### src/rtl/cyc_pkg.sv
package cyc_pkg;

   typedef enum logic [1:0] {
      RESP_RW  = 2'b00,
      RESP_RO  = 2'b01,
      RESP_ERR = 2'b11
   } dbg_resp_e;

   typedef struct packed {
      logic granted;
      logic writable;
   } perm_t;

   function automatic perm_t judge(input logic pwr, input logic dbl,
                                   input logic osl, input logic allow,
                                   input logic swl, input logic hit);
      perm_t p;
      p.granted  = pwr & ~dbl & ~osl & allow & hit;
      p.writable = p.granted & ~swl;
      return p;
   endfunction

endpackage

### src/rtl/cyc_prescale.sv
module cyc_prescale #(
   parameter int PRE_W = 6
) (
   input  logic clk,
   input  logic rst_n,
   input  logic en,
   input  logic div_sel,
   input  logic clr,
   output logic tick
);
   localparam logic [PRE_W-1:0] TOP = {PRE_W{1'b1}};

   logic [PRE_W-1:0] pre_q;

   // step the main count either every enabled clock or at prescaler top
   assign tick = en & (~div_sel | (pre_q == TOP));

   always_ff @(posedge clk or negedge rst_n) begin
      if (!rst_n)
         pre_q <= '0;
      else if (clr)
         pre_q <= '0;
      else if (en && div_sel)
         pre_q <= pre_q + 1'b1;
   end
endmodule

### src/rtl/cyc_count_core.sv
module cyc_count_core #(
   parameter int CNT_W = 64,
   parameter int BUS_W = 32,
   localparam int NWORDS = CNT_W / BUS_W
) (
   input  logic              clk,
   input  logic              rst_n,
   input  logic              tick,
   input  logic              clr,
   input  logic [NWORDS-1:0] word_we,
   input  logic [BUS_W-1:0]  wdata,
   output logic [CNT_W-1:0]  count,
   output logic              ovf
);
   logic [CNT_W-1:0] count_q;
   logic [CNT_W-1:0] nxt;
   logic             wrap;

   always_comb begin
      nxt = count_q + CNT_W'(tick);
      if (clr)
         nxt = '0;
      for (int i = 0; i < NWORDS; i++) begin
         if (word_we[i])
            nxt[i*BUS_W +: BUS_W] = wdata;
      end
   end

   assign wrap = tick & (&count_q) & ~clr & ~(|word_we);

   always_ff @(posedge clk or negedge rst_n) begin
      if (!rst_n) begin
         count_q <= '0;
         ovf     <= 1'b0;
      end else begin
         count_q <= nxt;
         ovf     <= wrap;
      end
   end

   assign count = count_q;
endmodule

### src/rtl/cyc_dbg_port.sv
module cyc_dbg_port
   import cyc_pkg::*;
#(
   parameter int CNT_W    = 64,
   parameter int BUS_W    = 32,
   parameter int ADDR_W   = 12,
   parameter int BASE_OFS = 'h0F8,
   localparam int NWORDS  = CNT_W / BUS_W,
   localparam int BYTES   = BUS_W / 8
) (
   input  logic              clk,
   input  logic              rst_n,
   input  logic              core_pwr,
   input  logic              dbl_lock,
   input  logic              os_lock,
   input  logic              ext_allow,
   input  logic              sw_lock,
   input  logic              req,
   input  logic              wr,
   input  logic [ADDR_W-1:0] addr,
   input  logic [CNT_W-1:0]  count,
   output logic [NWORDS-1:0] word_we,
   output logic              ack,
   output logic [1:0]        resp,
   output logic [BUS_W-1:0]  rdata
);
   logic [NWORDS-1:0] hit;
   logic [BUS_W-1:0]  words [NWORDS];
   logic [BUS_W-1:0]  sel;
   perm_t             perm;

   for (genvar i = 0; i < NWORDS; i++) begin : g_word
      localparam int OFS = BASE_OFS + BYTES * i;
      assign hit[i]   = (addr == OFS[ADDR_W-1:0]);
      assign words[i] = count[i*BUS_W +: BUS_W];
   end

   always_comb begin
      sel = '0;
      for (int i = 0; i < NWORDS; i++) begin
         if (hit[i])
            sel = words[i];
      end
   end

   assign perm    = judge(core_pwr, dbl_lock, os_lock, ext_allow, sw_lock, |hit);
   assign word_we = (req && wr && perm.writable) ? hit : '0;

   always_ff @(posedge clk or negedge rst_n) begin
      if (!rst_n) begin
         ack   <= 1'b0;
         resp  <= 2'b00;
         rdata <= '0;
      end else begin
         ack <= req;
         if (req && perm.granted) begin
            resp  <= perm.writable ? RESP_RW : RESP_RO;
            rdata <= sel;
         end else if (req) begin
            resp  <= RESP_ERR;
            rdata <= '0;
         end else begin
            resp  <= 2'b00;
            rdata <= '0;
         end
      end
   end
endmodule

### src/rtl/cyc_perf_counter.sv
module cyc_perf_counter #(
   parameter int CNT_W    = 64,
   parameter int BUS_W    = 32,
   parameter int PRE_W    = 6,
   parameter int ADDR_W   = 12,
   parameter int BASE_OFS = 'h0F8,
   localparam int NWORDS  = CNT_W / BUS_W
) (
   input  logic              clk,
   input  logic              rst_n,
   input  logic              dbg_rst_n,
   input  logic              cnt_en,
   input  logic              div64_sel,
   input  logic              clr_pulse,
   input  logic              core_pwr,
   input  logic              dbl_lock,
   input  logic              os_lock,
   input  logic              ext_allow,
   input  logic              sw_lock,
   input  logic              dbg_req,
   input  logic              dbg_wr,
   input  logic [ADDR_W-1:0] dbg_addr,
   input  logic [BUS_W-1:0]  dbg_wdata,
   output logic              dbg_ack,
   output logic [1:0]        dbg_resp,
   output logic [BUS_W-1:0]  dbg_rdata,
   output logic [CNT_W-1:0]  count_o,
   output logic              ovf_o
);
   if (CNT_W % BUS_W != 0) begin : g_bad_split
      $error("count width must be a multiple of the port width");
   end
   if (BUS_W % 8 != 0) begin : g_bad_bus
      $error("port width must be whole bytes");
   end
   if (PRE_W < 1) begin : g_bad_pre
      $error("prescaler needs at least one bit");
   end
   if (BASE_OFS + (BUS_W / 8) * NWORDS > (1 << ADDR_W)) begin : g_bad_ofs
      $error("word offsets do not fit the address width");
   end

   logic              tick;
   logic [NWORDS-1:0] word_we;
   logic              port_rst_n;

   assign port_rst_n = rst_n & dbg_rst_n;

   cyc_prescale #(.PRE_W(PRE_W)) u_pre (
      .clk     (clk),
      .rst_n   (rst_n),
      .en      (cnt_en),
      .div_sel (div64_sel),
      .clr     (clr_pulse),
      .tick    (tick)
   );

   cyc_count_core #(.CNT_W(CNT_W), .BUS_W(BUS_W)) u_core (
      .clk     (clk),
      .rst_n   (rst_n),
      .tick    (tick),
      .clr     (clr_pulse),
      .word_we (word_we),
      .wdata   (dbg_wdata),
      .count   (count_o),
      .ovf     (ovf_o)
   );

   cyc_dbg_port #(
      .CNT_W(CNT_W), .BUS_W(BUS_W), .ADDR_W(ADDR_W), .BASE_OFS(BASE_OFS)
   ) u_port (
      .clk       (clk),
      .rst_n     (port_rst_n),
      .core_pwr  (core_pwr),
      .dbl_lock  (dbl_lock),
      .os_lock   (os_lock),
      .ext_allow (ext_allow),
      .sw_lock   (sw_lock),
      .req       (dbg_req),
      .wr        (dbg_wr),
      .addr      (dbg_addr),
      .count     (count_o),
      .word_we   (word_we),
      .ack       (dbg_ack),
      .resp      (dbg_resp),
      .rdata     (dbg_rdata)
   );
endmodule

### config.mk
export PLATFORM = sky130hd
export DESIGN_NAME = cyc_perf_counter
export DESIGN_NICKNAME = d
export VERILOG_FILES = /design/src/rtl/cyc_pkg.sv /design/src/rtl/cyc_prescale.sv /design/src/rtl/cyc_count_core.sv /design/src/rtl/cyc_dbg_port.sv /design/src/rtl/cyc_perf_counter.sv
export SDC_FILE = /design/constraint.sdc
export NUM_CORES = 1
export LEC_CHECK = 0
export BUFFER_PORTS_ARGS = -buffer_cell sky130_fd_sc_hd__buf_2
export CORE_ASPECT_RATIO = 1.5
export CORE_MARGIN = 10
export CORE_UTILIZATION = 40
export DETAILED_ROUTE_END_ITERATION = 16
export PLACE_DENSITY = 0.73
export SKIP_CTS_REPAIR_TIMING = 1
export SLEW_MARGIN = 20
export SYNTH_ARGS = -nofsm -noshare
export SYNTH_HDL_FRONTEND = slang
export SYNTH_SLANG_ARGS = --single-unit
### constraint.sdc
create_clock -name clk -period 3.5 [get_ports clk]
set_clock_uncertainty 0.05 [all_clocks]
set_input_delay 0.525 -clock clk [delete_from_list [all_inputs] [get_ports clk]]
set_output_delay 0.525 -clock clk [all_outputs]
set_load 0.02 [all_outputs]
# After elaboration in Yosys (flattened, before gate mapping)
# Cells that the tools add are included.
[op_classes] n_addsub=2 eq_ne=3 mux=12 bitwise_logic=17 reduce_logical=8
[ops] op="32-bit two-way mux" count=5
[ops] op="64-bit by 1-bit adder with 64-bit output" count=1
[ops] op="64-bit two-way mux" count=1
[ops] op="64-bit AND reduction" count=1
[ops] op="12-bit by 8-bit == test with 1-bit output (second input constant)" count=2
[ops] op="6-bit two-way mux" count=2
[ops] op="1-bit bitwise AND" count=10
[ops] op="6-bit by 1-bit adder with 6-bit output (second input constant)" count=1
[ops] op="6-bit == test (second input constant)" count=1
[ops] op="2-bit two-way mux" count=3
[ops] op="1-bit NOT" count=6
[ops] op="1-bit logical AND" count=4
[ops] op="2-bit OR reduction" count=2
[ops] op="2-bit nonzero test" count=1
[ops] op="1-bit two-way mux" count=1
[ops] op="1-bit bitwise OR" count=1
[totals] register_bits=106 in_bits=57 output_inout_bits=100 wordCells=48

# Longest topological paths before layout
# Gate-level depths: netlist of the first run.
[depth] depth_word=11 ltp_mapped=13 mapped_depth_nobuf=11

# Cells and area by module
# From an unflattened synthesis of the first run, not the netlist that was laid out.
[hier_totals] hier_cells=648 area_unflattened_um2=6155.9
[by_module_without_submodules] module="cyc_count_core" instances=1 cells_per_inst=489 area_each_um2=4090.2
[by_module_without_submodules] module="cyc_dbg_port" instances=1 cells_per_inst=126 area_each_um2=1755.4
[by_module_without_submodules] module="cyc_prescale" instances=1 cells_per_inst=32 area_each_um2=304.0
[by_module_without_submodules] module="cyc_perf_counter" instances=1 cells_per_inst=1 area_each_um2=6.3

# Worst setup path before layout of the first run
# OpenSTA, ideal clock, no wires.
[synth_timing] path_kind="register -> register" start="reg u_pre.pre_q[0]" end="reg u_core.count_q[58] (netlist: u_core.count[58])" arrival_ns=2.861 required_ns=3.329 slack_ns=0.467 stages_incl_launch_ff=14 path_buffers=2 synth_period_minus_slack_ns=3.033 cell_sequence="dfrtp_1 -> ha_1 -> nand3_1 -> a21boi_0 -> ha_1 -> ha_1 -> and3_1 -> buf_4 -> nand3_2 -> or4_4 -> buf_6 -> nor4_1 -> xor2_1 -> a22o_2"
[synth_via] elab_chain_cells=6
[synth_lines] element="start: declaration" line="cyc_prescale.sv:13" source="logic [PRE_W-1:0] pre_q;"
[synth_lines] element="start signal: assignment" line="cyc_prescale.sv:24" source="pre_q <= pre_q + 1'b1;"
[synth_lines] element="6-bit == test" line="cyc_prescale.sv:16" source="assign tick = en & (~div_sel | (pre_q == TOP));"
[synth_lines] element="1-bit bitwise OR" line="cyc_prescale.sv:16"
[synth_lines] element="1-bit bitwise AND" line="cyc_prescale.sv:16"
[synth_lines] element="64-bit by 1-bit adder with 64-bit output" line="cyc_count_core.sv:20" source="nxt = count_q + CNT_W'(tick);"
[synth_lines] element="64-bit two-way mux" line="cyc_count_core.sv:21" source="if (clr)"
[synth_lines] element="32-bit two-way mux" line="cyc_count_core.sv:24" source="if (word_we[i])"
[synth_lines] element="named net u_core.nxt[58]" line="cyc_count_core.sv:16" source="logic [CNT_W-1:0] nxt;"
[synth_lines] element="end signal: assignment" line="cyc_count_core.sv:36" source="count_q <= nxt;"
[synth_lines] element="end: declaration" line="cyc_count_core.sv:15" source="logic [CNT_W-1:0] count_q;"
# The timed path passes the listed nets, and every way through them passes these cells.
# A chain may end at the register's enable or synchronous reset.

# Worst setup path after layout of the first run
# Same ends and word-level chain as after synthesis.

==> results of run 1 <==
-- synth_stat cells (all sizes together) (20+ instances only) --
cell type / n / area [um2]
nand3: 25 / 135
dfrtp: 106 / 2650
mux2i: 29 / 290
xnor2: 32 / 280
o21ai: 22 / 110
nor2: 56 / 210
nand4: 25 / 171
nor3: 20 / 105
a22o: 31 / 274
xor2: 34 / 298
nand2: 70 / 263
clkbuf: 21 / 78.8
-- final timing paths --
check                          startpoint          endpoint  slack, ns  cells past startpoint
max                        u_pre.pre_q[0]  u_core.count[58]       0.27                     11
min                               dbg_req        u_port.ack       0.28                      1
max reg2reg                u_pre.pre_q[0]  u_core.count[58]       0.27                     11
min reg2reg                u_pre.pre_q[5]    u_pre.pre_q[5]       0.49                      2
max in group asynchronous           rst_n  u_port.rdata[11]       2.37                      2
min in group asynchronous       dbg_rst_n  u_port.rdata[26]       0.37                      2
-- area by class of cell --
class | count | area, um2
fill | 1310 | 6740
multi-input combinational | 426 | 2750
sequential | 106 | 2650
timing repair buffer | 167 | 876
clock buffer | 10 | 239
tap | 162 | 203
clock inverter | 6 | 114
inverter | 6 | 22.5
antenna | 2 | 5.00
-- kinds of logic after synthesis --
family | Yosys count | share of synthesized area [%]
compound gates | 71 | 9.10
simple gates | 257 | 23.8
fa+ha+maj | 3 | 0.672
buf+inv | 38 | 3.43
flops | 106 | 47.5
mux | 29 | 5.20
xor+xnor | 66 | 10.3
-- report_power, final --
| group | internal, mW | switching [mW] |
|---|---|---|
| registers | 1.23 | 0.00353 |
| logic | 0.0356 | 0.0696 |
| clock network | 0.721 | 0.475 |
-- through the flow --
stage | instance area (um2) | hold WS [ns] | instances | setup WS, ns | util, %
after floorplan | 5590 | 0.179 | 570 | 0.467 | -
after global placement | 6500 | 0.466 | 867 | 0.271 | 47.8
after detailed placement | 6500 | 0.474 | 867 | 0.245 | 47.8
after CTS | 6860 | 0.270 | 883 | 0.244 | 50.4
after global routing | 6860 | 0.274 | 885 | 0.0152 | 50.5
final | 6860 | 0.281 | 885 | 0.275 | 50.5
-- layer usage --
layer / GRT usage (%) / share of wire [%] / up-vias
met1: 20.4 / 37 / 2341
met2: 33.0 / 54 / 160
met5: 0 / 0 / -
met4: 8.33 / 3.0 / 0
met3: 3.92 / 5.9 / 31
li1: - / - / 2317
-- cells in the final DEF, fill, tap and decap left out, types with 4 or more instances in the layout --
| cell | netlist | routed |
|---|---|---|
| buf_2 | 3 | 156 |
| dfrtp_1 | 106 | 106 |
| nand2_1 | 70 | 70 |
| nor2_1 | 56 | 55 |
| xor2_1 | 34 | 34 |
| xnor2_1 | 32 | 32 |
| mux2i_1 | 29 | 29 |
| a22o_1 | 29 | 29 |
| nand4_1 | 24 | 24 |
| nand3_1 | 23 | 23 |
| o21ai_0 | 22 | 22 |
| nor3_1 | 19 | 19 |
| nor4_1 | 14 | 14 |
| and3_1 | 10 | 10 |
| buf_4 | 2 | 10 |
| o31ai_1 | 9 | 9 |
| clkbuf_16 | 0 | 9 |
| and4_1 | 7 | 7 |
| inv_1 | 6 | 6 |
| a21oi_1 | 5 | 5 |
| or2_2 | 4 | 4 |
-- worst max-delay path, stage by stage, from the launching register on --
cell and delay, ns:
dfrtp_1 0.38, ha_1 0.20, nand3_1 0.08, a21boi_0 0.33
ha_1 0.26, ha_1 0.21, and3_1 0.21, nand3_2 0.08
or4_4 0.61, nor4_1 0.36, xor2_1 0.11, a22o_2 0.24
-- state kept, by name, summed over array words and instances, names as in the netlist --
signal	flops
u_core.ovf	1
u_core.count	64
u_port.resp	2
u_port.ack	1
u_pre.pre_q	6
u_port.rdata	32
==> results.sh, run 1 <==
export IMPL_timing_final_crit_share_pct=92.1
export IMPL_start_util_pct=41.1
export IMPL_die_y_um=165
export IMPL_clk_pin_slew_ns=0.07
export IMPL_coreArea_um2=13600
export IMPL_ys_types=45
export IMPL_clock_tree_htree_level_count=3
export IMPL_drv_slew=0
export IMPL_place_congestion=0.900
export IMPL_cts_sinks=106
export IMPL_grt_max_degree=72
export IMPL_slew_headroom_pct=31.7
export IMPL_dieArea_um2=19200
export IMPL_ant_nets=0
export IMPL_async_reset_ff_share_pct=100
export IMPL_first_pass_iters=5
export IMPL_synth_edf_count=0
export IMPL_syn_to_final_growth_pct=22.8
export IMPL_antenna_found_initial=2
export IMPL_tightest_slew_ns=1.02
export IMPL_cts_tree="yes"
export IMPL_synth_warnings=0
export IMPL_start_kind="flop"
export IMPL_synth_fp_nets=630
export IMPL_worstPathMaxFanout=9
export IMPL_rsz0062_at_grt="false"
export IMPL_drv_cap=0
export IMPL_p_total_mw=2.53
export IMPL_drc=0
export IMPL_die_width_um=116
export IMPL_run_status="completed"
export IMPL_drtIter0Drc=231
export IMPL_grt_first_pass_wirelength_um=27400
export IMPL_grt_pass1_vias=4969
export IMPL_crit_arrival_ns=3.42
export IMPL_wl_um=17800
export IMPL_cts_buffers=9
export IMPL_port_buffer_count=156
export IMPL_synth_seq_cells=106
export IMPL_peakVddDrop_v=0.000246
export IMPL_syn_cell_area_um2=5590
export IMPL_final_setup_tns_ns=0
export IMPL_rows=52
export IMPL_track_usage_pct=18.5
export IMPL_dp_hpwl_um=13300
export IMPL_p_per_area_nw_per_um2=369
export IMPL_maxClockFrequency_mhz=310
export IMPL_drive_gt1_share_pct=27.7
export IMPL_hold_violations=0
export IMPL_p_leak_nw=3.44
export IMPL_endpoint_kind="flop"
export IMPL_hp_class="in -> reg"
export IMPL_cts_root_buf="clkbuf_16"
export IMPL_overflow=0
export IMPL_via_per_inst=5.48
export IMPL_nets=776
export IMPL_criticalPathCategory="reg -> reg"
export IMPL_io_pins=157
export IMPL_synthCells=570
export IMPL_cts_buffer_depth=2
export IMPL_clkLatencyLatePin_ns=0.35
export IMPL_wl_per_cell_um=20.1
export IMPL_worstPathRequired_ns=3.69
export IMPL_ys_seq_area_share_pct=47.5
export IMPL_synthFlopType="dfrtp_1"
export IMPL_vias=4849
export IMPL_synth_avg_cell_area_um2=9.80
export IMPL_min_period_ns=3.23
export IMPL_setup_viol=0
Note: power is estimated with default switching activity, not from simulation.
==> run 2: changes to the inputs <==
--- a/config.mk
+++ b/config.mk
@@ -11,6 +11,7 @@
 export CORE_UTILIZATION = 40
 export DETAILED_ROUTE_END_ITERATION = 16
 export PLACE_DENSITY = 0.73
+export RECOVER_POWER = 50
 export SKIP_CTS_REPAIR_TIMING = 1
 export SLEW_MARGIN = 20
 export SYNTH_ARGS = -nofsm -noshare
==> run 2 against run 1 <==
The run now ends with max-capacitance violations, max-slew violations left. Sequential cell count stayed put. Largest power group unchanged. Register-to-register slack hardly changed. Largest cell class unchanged. Combinational power hardly changed. Critical path type unchanged. Critical endpoint is now u_core.count[60].
==> results.sh, run 2 (synthesis results as in run 1) <==
export IMPL_met3_wirelength_um=1030
export IMPL_tightest_slew_ns=2.49
export IMPL_fillerInstances=1310
export IMPL_timing_final_crit_share_pct=92.3
export IMPL_first_pass_iters=5
export IMPL_top_layer="met4"
export IMPL_grt_first_pass_wirelength_um=27400
export IMPL_peakVddDrop_v=0.000246
export IMPL_io_pins=157
export IMPL_cts_root_buf="clkbuf_16"
export IMPL_violations="max-capacitance violations, max-slew violations"
export IMPL_run_status="complete, but fails checks"
export IMPL_track_usage_pct=18.5
export IMPL_overflow=0
export IMPL_largest_reg_flops=64
export IMPL_rsz0062_at_grt="false"
export IMPL_drc=0
export IMPL_drtIter0Drc=264
export IMPL_cts_sinks=106
export IMPL_drv_cap=2
export IMPL_grt_max_degree=72
export IMPL_nets=776
export IMPL_dpl_cell_area_um2=6500
export IMPL_mostFrequentLayoutCells="buf_2, dfrtp_1, nand2_1"
export IMPL_cts_buffer_depth=2
export IMPL_cts_buffers=9
export IMPL_wl_um=17800
export IMPL_vias=4857
export IMPL_clkLatencyLatePin_ns=0.35
export IMPL_coreArea_um2=13600
export IMPL_p_leak_nw=3.26
export IMPL_slew_headroom_pct=-66.4
export IMPL_antenna_found_initial=2
export IMPL_syn_to_final_growth_pct=21.8
export IMPL_post_place_cells=867
export IMPL_place_congestion=0.900
export IMPL_drv_slew=108
export IMPL_endpoint_kind="flop"
export IMPL_hold_ws_ns=0.302
export IMPL_maxClockFrequency_mhz=310
export IMPL_clock_tree_htree_level_count=3
export IMPL_final_area_um2=6800
export IMPL_start_kind="flop"
export IMPL_ant_nets=0
export IMPL_die_y_um=165
export IMPL_utilization_pct=50.0
export IMPL_grt_pass1_vias=4969
export IMPL_cts_tree="yes"
export IMPL_clk_pin_slew_ns=0.07
export IMPL_hp_class="in -> reg"
export IMPL_final_instance_count_excl_fill=885
export IMPL_final_common_cell="buf_2"
export IMPL_via_per_inst=5.49
export IMPL_wirelength_met1_um=6690
export IMPL_dp_hpwl_um=13300
export IMPL_final_setup_tns_ns=0
export IMPL_min_period_ns=3.23
export IMPL_p_per_area_nw_per_um2=372
export IMPL_wl_per_cell_um=20.1
export IMPL_port_buffer_count=156
export IMPL_criticalPathCategory="reg -> reg"
export IMPL_setup_viol=0
export IMPL_start_util_pct=41.1
export IMPL_drive_gt1_share_pct=21.5
export IMPL_worstPathRequired_ns=3.69
export IMPL_crit_arrival_ns=3.42
export IMPL_dieArea_um2=19200
export IMPL_rows=52
export IMPL_die_width_um=116
export IMPL_met2_length_um=9540
export IMPL_worstPathMaxFanout=9
export IMPL_hold_violations=0
==> run 2: cell count changes in the layout (fill, tap and decap cells not counted) <==
cell,delta
and2_0,+1
clkbuf_2,+1
and2_2,-1
buf_4,-1
buf_2,-44
clkbuf_1,+44
==> run 2: where the power goes <==
part           leakage, nW  switching [mW]  internal, mW
Combinational         1.62          0.0696        0.0337
Clock                0.165           0.474         0.721
Sequential            1.47         0.00360          1.23
Total                 3.26           0.547          1.98
==> run 2: worst max-delay path, cell delays in order (launching register included) <==
cell and delay (ns):
dfrtp_1 0.38, ha_1 0.20, nand3_1 0.08, a21boi_0 0.33, ha_1 0.26, ha_1 0.21, and3_1 0.21, nand3_2 0.09
or4_4 0.61, nor4_1 0.35, xor2_1 0.11, a22o_2 0.24
==> run 2: through the flow <==
stage / setup WS (ns) / power [mW]
floorplan: 0.467 / 1.29
finish: 0.270 / 2.53
global route: 0.0152 / 2.59
CTS: 0.244 / 2.55
detailed placement: 0.245 / 1.36
global placement: 0.271 / 1.36
==> run 2: path summary, 6_finish.rpt <==
| kind | start | end | slack (ns) | cells past startpoint |
|---|---|---|---|---|
| setup / recovery | u_pre.pre_q[0] | u_core.count[60] | 0.27 | 11 |
| hold / removal | dbg_req | u_port.ack | 0.30 | 1 |
| setup reg to reg | u_pre.pre_q[0] | u_core.count[60] | 0.27 | 11 |
| hold reg to reg | u_pre.pre_q[5] | u_pre.pre_q[5] | 0.49 | 2 |
| max in group asynchronous | rst_n | u_port.rdata[11] | 0.78 | 2 |
| min in group asynchronous | rst_n | u_core.count[16] | 0.89 | 2 |
==> run 2: per-layer routing <==
layer / up-vias / track usage (%)
met4: 0 / 8.33
met2: 152 / 33.0
li1: 2313 / -
met1: 2362 / 20.4
met5: - / 0
met3: 30 / 3.92
==> run 2: cell type report <==
type / instances / area (um2) / share of cell area [%]
repair buffers: 167 / 818 / 12.0
clock buffers: 10 / 239 / 3.51
inverters: 6 / 22.5 / 0.331
well taps: 162 / 203 / 2.98
flip-flops and latches: 106 / 2650 / 39.0
clock inverters: 6 / 114 / 1.67
multi-input cells: 426 / 2750 / 40.4
diodes: 2 / 5.00 / 0.0736
==> run 3: changes to the inputs <==
--- a/config.mk
+++ b/config.mk
@@ -7,7 +7,7 @@
 export LEC_CHECK = 0
 export BUFFER_PORTS_ARGS = -buffer_cell sky130_fd_sc_hd__buf_2
 export CORE_ASPECT_RATIO = 1.5
-export CORE_MARGIN = 10
+export CORE_MARGIN = 3
 export CORE_UTILIZATION = 40
 export DETAILED_ROUTE_END_ITERATION = 16
 export PLACE_DENSITY = 0.73
==> run 3 against run 2 <==
The flow still finishes with violations (max-capacitance violations, max-slew violations). First-iteration DRC count rose by 22%. Routed wire length fell by 6.5%. Via count rose by 0.27%. Utilization fell by 0.22 points. Sequential share of layout area rose by 0.17 points. Global-route usage rose by 3.5 points. Final cell count fell by 0.23%. Final area fell by 0.44%. Critical path depth fell by 1.
==> results.sh, run 3 (synthesis results as in run 1) <==
export IMPL_p_int_mw=1.90
export IMPL_timing_final_crit_share_pct=92.9
export IMPL_wl_per_cell_um=18.8
export IMPL_worstPathMaxFanout=7
export IMPL_p_sw_mw=0.556
export IMPL_dpl_cell_area_um2=6500
export IMPL_path_delay_family="simple AND/OR/NAND/NOR gates"
export IMPL_drv_cap=2
export IMPL_final_common_cell="buf_2"
export IMPL_dp_hpwl_um=12300
export IMPL_grt_max_degree=46
export IMPL_hold_ws_ns=0.308
export IMPL_cts_buffers=9
export IMPL_hold_violations=0
export IMPL_p_seq_share_pct=50.2
export IMPL_tightest_slew_ns=2.46
export IMPL_run_status="complete, but fails checks"
export IMPL_antenna_found_initial=0
export IMPL_n_antenna_cell=0
export IMPL_vias=4870
export IMPL_path_common_cell="ha_1"
export IMPL_clock_tree_htree_level_count=3
export IMPL_setup_viol=0
export IMPL_coreArea_um2=13600
export IMPL_nets=776
export IMPL_holdPathEnd="u_port.ack"
export IMPL_start_util_pct=41.1
export IMPL_first_pass_iters=6
export IMPL_drtIter0Drc=323
export IMPL_place_congestion=0.954
export IMPL_rsz0062_at_grt="false"
export IMPL_cts_buffer_depth=2
export IMPL_overflow=0
export IMPL_start_kind="flop"
export IMPL_clk_pin_slew_ns=0.07
export IMPL_slowest_delay_ns=0.54
export IMPL_crit_arrival_ns=3.45
export IMPL_crit_buf_inv=0
export IMPL_drive_gt1_share_pct=21.4
export IMPL_mostFrequentLayoutCells="buf_2, dfrtp_1, nand2_1"
export IMPL_rows=52
export IMPL_final_setup_tns_ns=0
export IMPL_clkLatencyLatePin_ns=0.36
export IMPL_worstPathRequired_ns=3.69
export IMPL_drc=0
export IMPL_reg2reg_from="u_pre.pre_q[0]"
export IMPL_min_period_ns=3.25
export IMPL_path_cells="ha_1, nand3_1, a21boi_0, ha_1, and4_1, nand3_2, or3_1, nor4_1, xor2_1, a22o_1"
export IMPL_hp_class="in -> reg"
export IMPL_grt_pass1_vias=4788
export IMPL_dieArea_um2=15400
export IMPL_wl_um=16600
export IMPL_io_pins=157
export IMPL_cts_sinks=106
export IMPL_slew_headroom_pct=-63.8
export IMPL_grt_first_pass_wirelength_um=25900
export IMPL_combPwrFrac_pct=4.3
export IMPL_port_buffer_count=156
export IMPL_peakVddDrop_v=0.000216
export IMPL_die_width_um=102
export IMPL_p_sw_share_pct=22.7
export IMPL_track_usage_pct=22.0
export IMPL_violations="max-capacitance violations, max-slew violations"
export IMPL_r2r_setup_slack_ns=0.25
export IMPL_drv_slew=70
export IMPL_reg2reg_to="u_core.count[59]"
export IMPL_p_per_area_nw_per_um2=362
export IMPL_p_leak_nw=3.23
export IMPL_syn_to_final_growth_pct=21.3
export IMPL_ant_nets=0
export IMPL_endpoint_kind="flop"
export IMPL_maxClockFrequency_mhz=307
export IMPL_pwr_share_clk_pct=45.5
export IMPL_final_area_um2=6770
export IMPL_cts_root_buf="clkbuf_16"
export IMPL_via_per_inst=5.52
export IMPL_largest_reg_flops=64
export IMPL_slowest_stage="or3_1"
export IMPL_worstHoldPathCells=1
export IMPL_worst_r2r_cell_count=10
export IMPL_cts_tree="yes"
export IMPL_worst_hold_startpoint="dbg_req"
export IMPL_die_y_um=151
export IMPL_criticalPathCategory="reg -> reg"
==> run 3: cell count changes in the layout (fill, tap and decap cells not counted), sizes merged <==
cell | previous run | this run
buf | 122 | 120
clkbuf | 55 | 56
diode | 2 | 0
inv | 6 | 8
bufinv | 3 | 2
==> run 3: worst max path at each step <==
| stage | start | depth (start not counted) | slack (ns) | endpoint |
|---|---|---|---|---|
| after floorplan | u_pre.pre_q[0] | 13 | 0.47 | u_core.count[58] |
| after global placement | cnt_en | 10 | 0.29 | u_core.count[58] |
| after detailed placement | cnt_en | 10 | 0.26 | u_core.count[60] |
| after CTS | u_pre.pre_q[0] | 11 | 0.26 | u_core.count[60] |
| after global routing | u_pre.pre_q[0] | 11 | 0.003 | u_core.count[58] |
| final | u_pre.pre_q[0] | 10 | 0.25 | u_core.count[59] |
==> run 3: per-layer routing <==
layer | vias up | track usage, % | part of all wire [%]
li1 | 2317 | - | -
met1 | 2366 | 25.9 | 39
met2 | 152 | 39.5 | 54
met3 | 35 | 3.29 | 4.1
met4 | 0 | 8.60 | 3.0
met5 | - | 0 | 0
==> run 3: power by group through the flow <==
stage	clock (mW)	combinational, mW	sequential (mW)
2_1_floorplan	0	0.0302	1.26
3_3_place_gp	0	0.108	1.26
3_5_place_dp	0	0.110	1.26
4_1_cts	1.13	0.110	1.23
5_1_grt	1.18	0.118	1.23
6_report	1.12	0.105	1.23
==> run 3: layout make-up <==
type	count	area [um2]
clock inverters	7	101
well taps	162	203
multi-input cells	426	2760
repair buffers	167	813
inverters	6	22.5
flip-flops and latches	106	2650
fillers	1342	6830
clock buffers	9	225
==> run 3: stage by stage <==
stage | utilization [%] | total power [mW] | instances | setup WS, ns
2_1_floorplan | - | 1.29 | 570 | 0.467
3_3_place_gp | 47.8 | 1.36 | 867 | 0.294
3_5_place_dp | 47.8 | 1.37 | 867 | 0.257
4_1_cts | 50.2 | 2.47 | 883 | 0.259
5_1_grt | 49.8 | 2.53 | 883 | 0.00305
6_report | 49.8 | 2.45 | 883 | 0.247
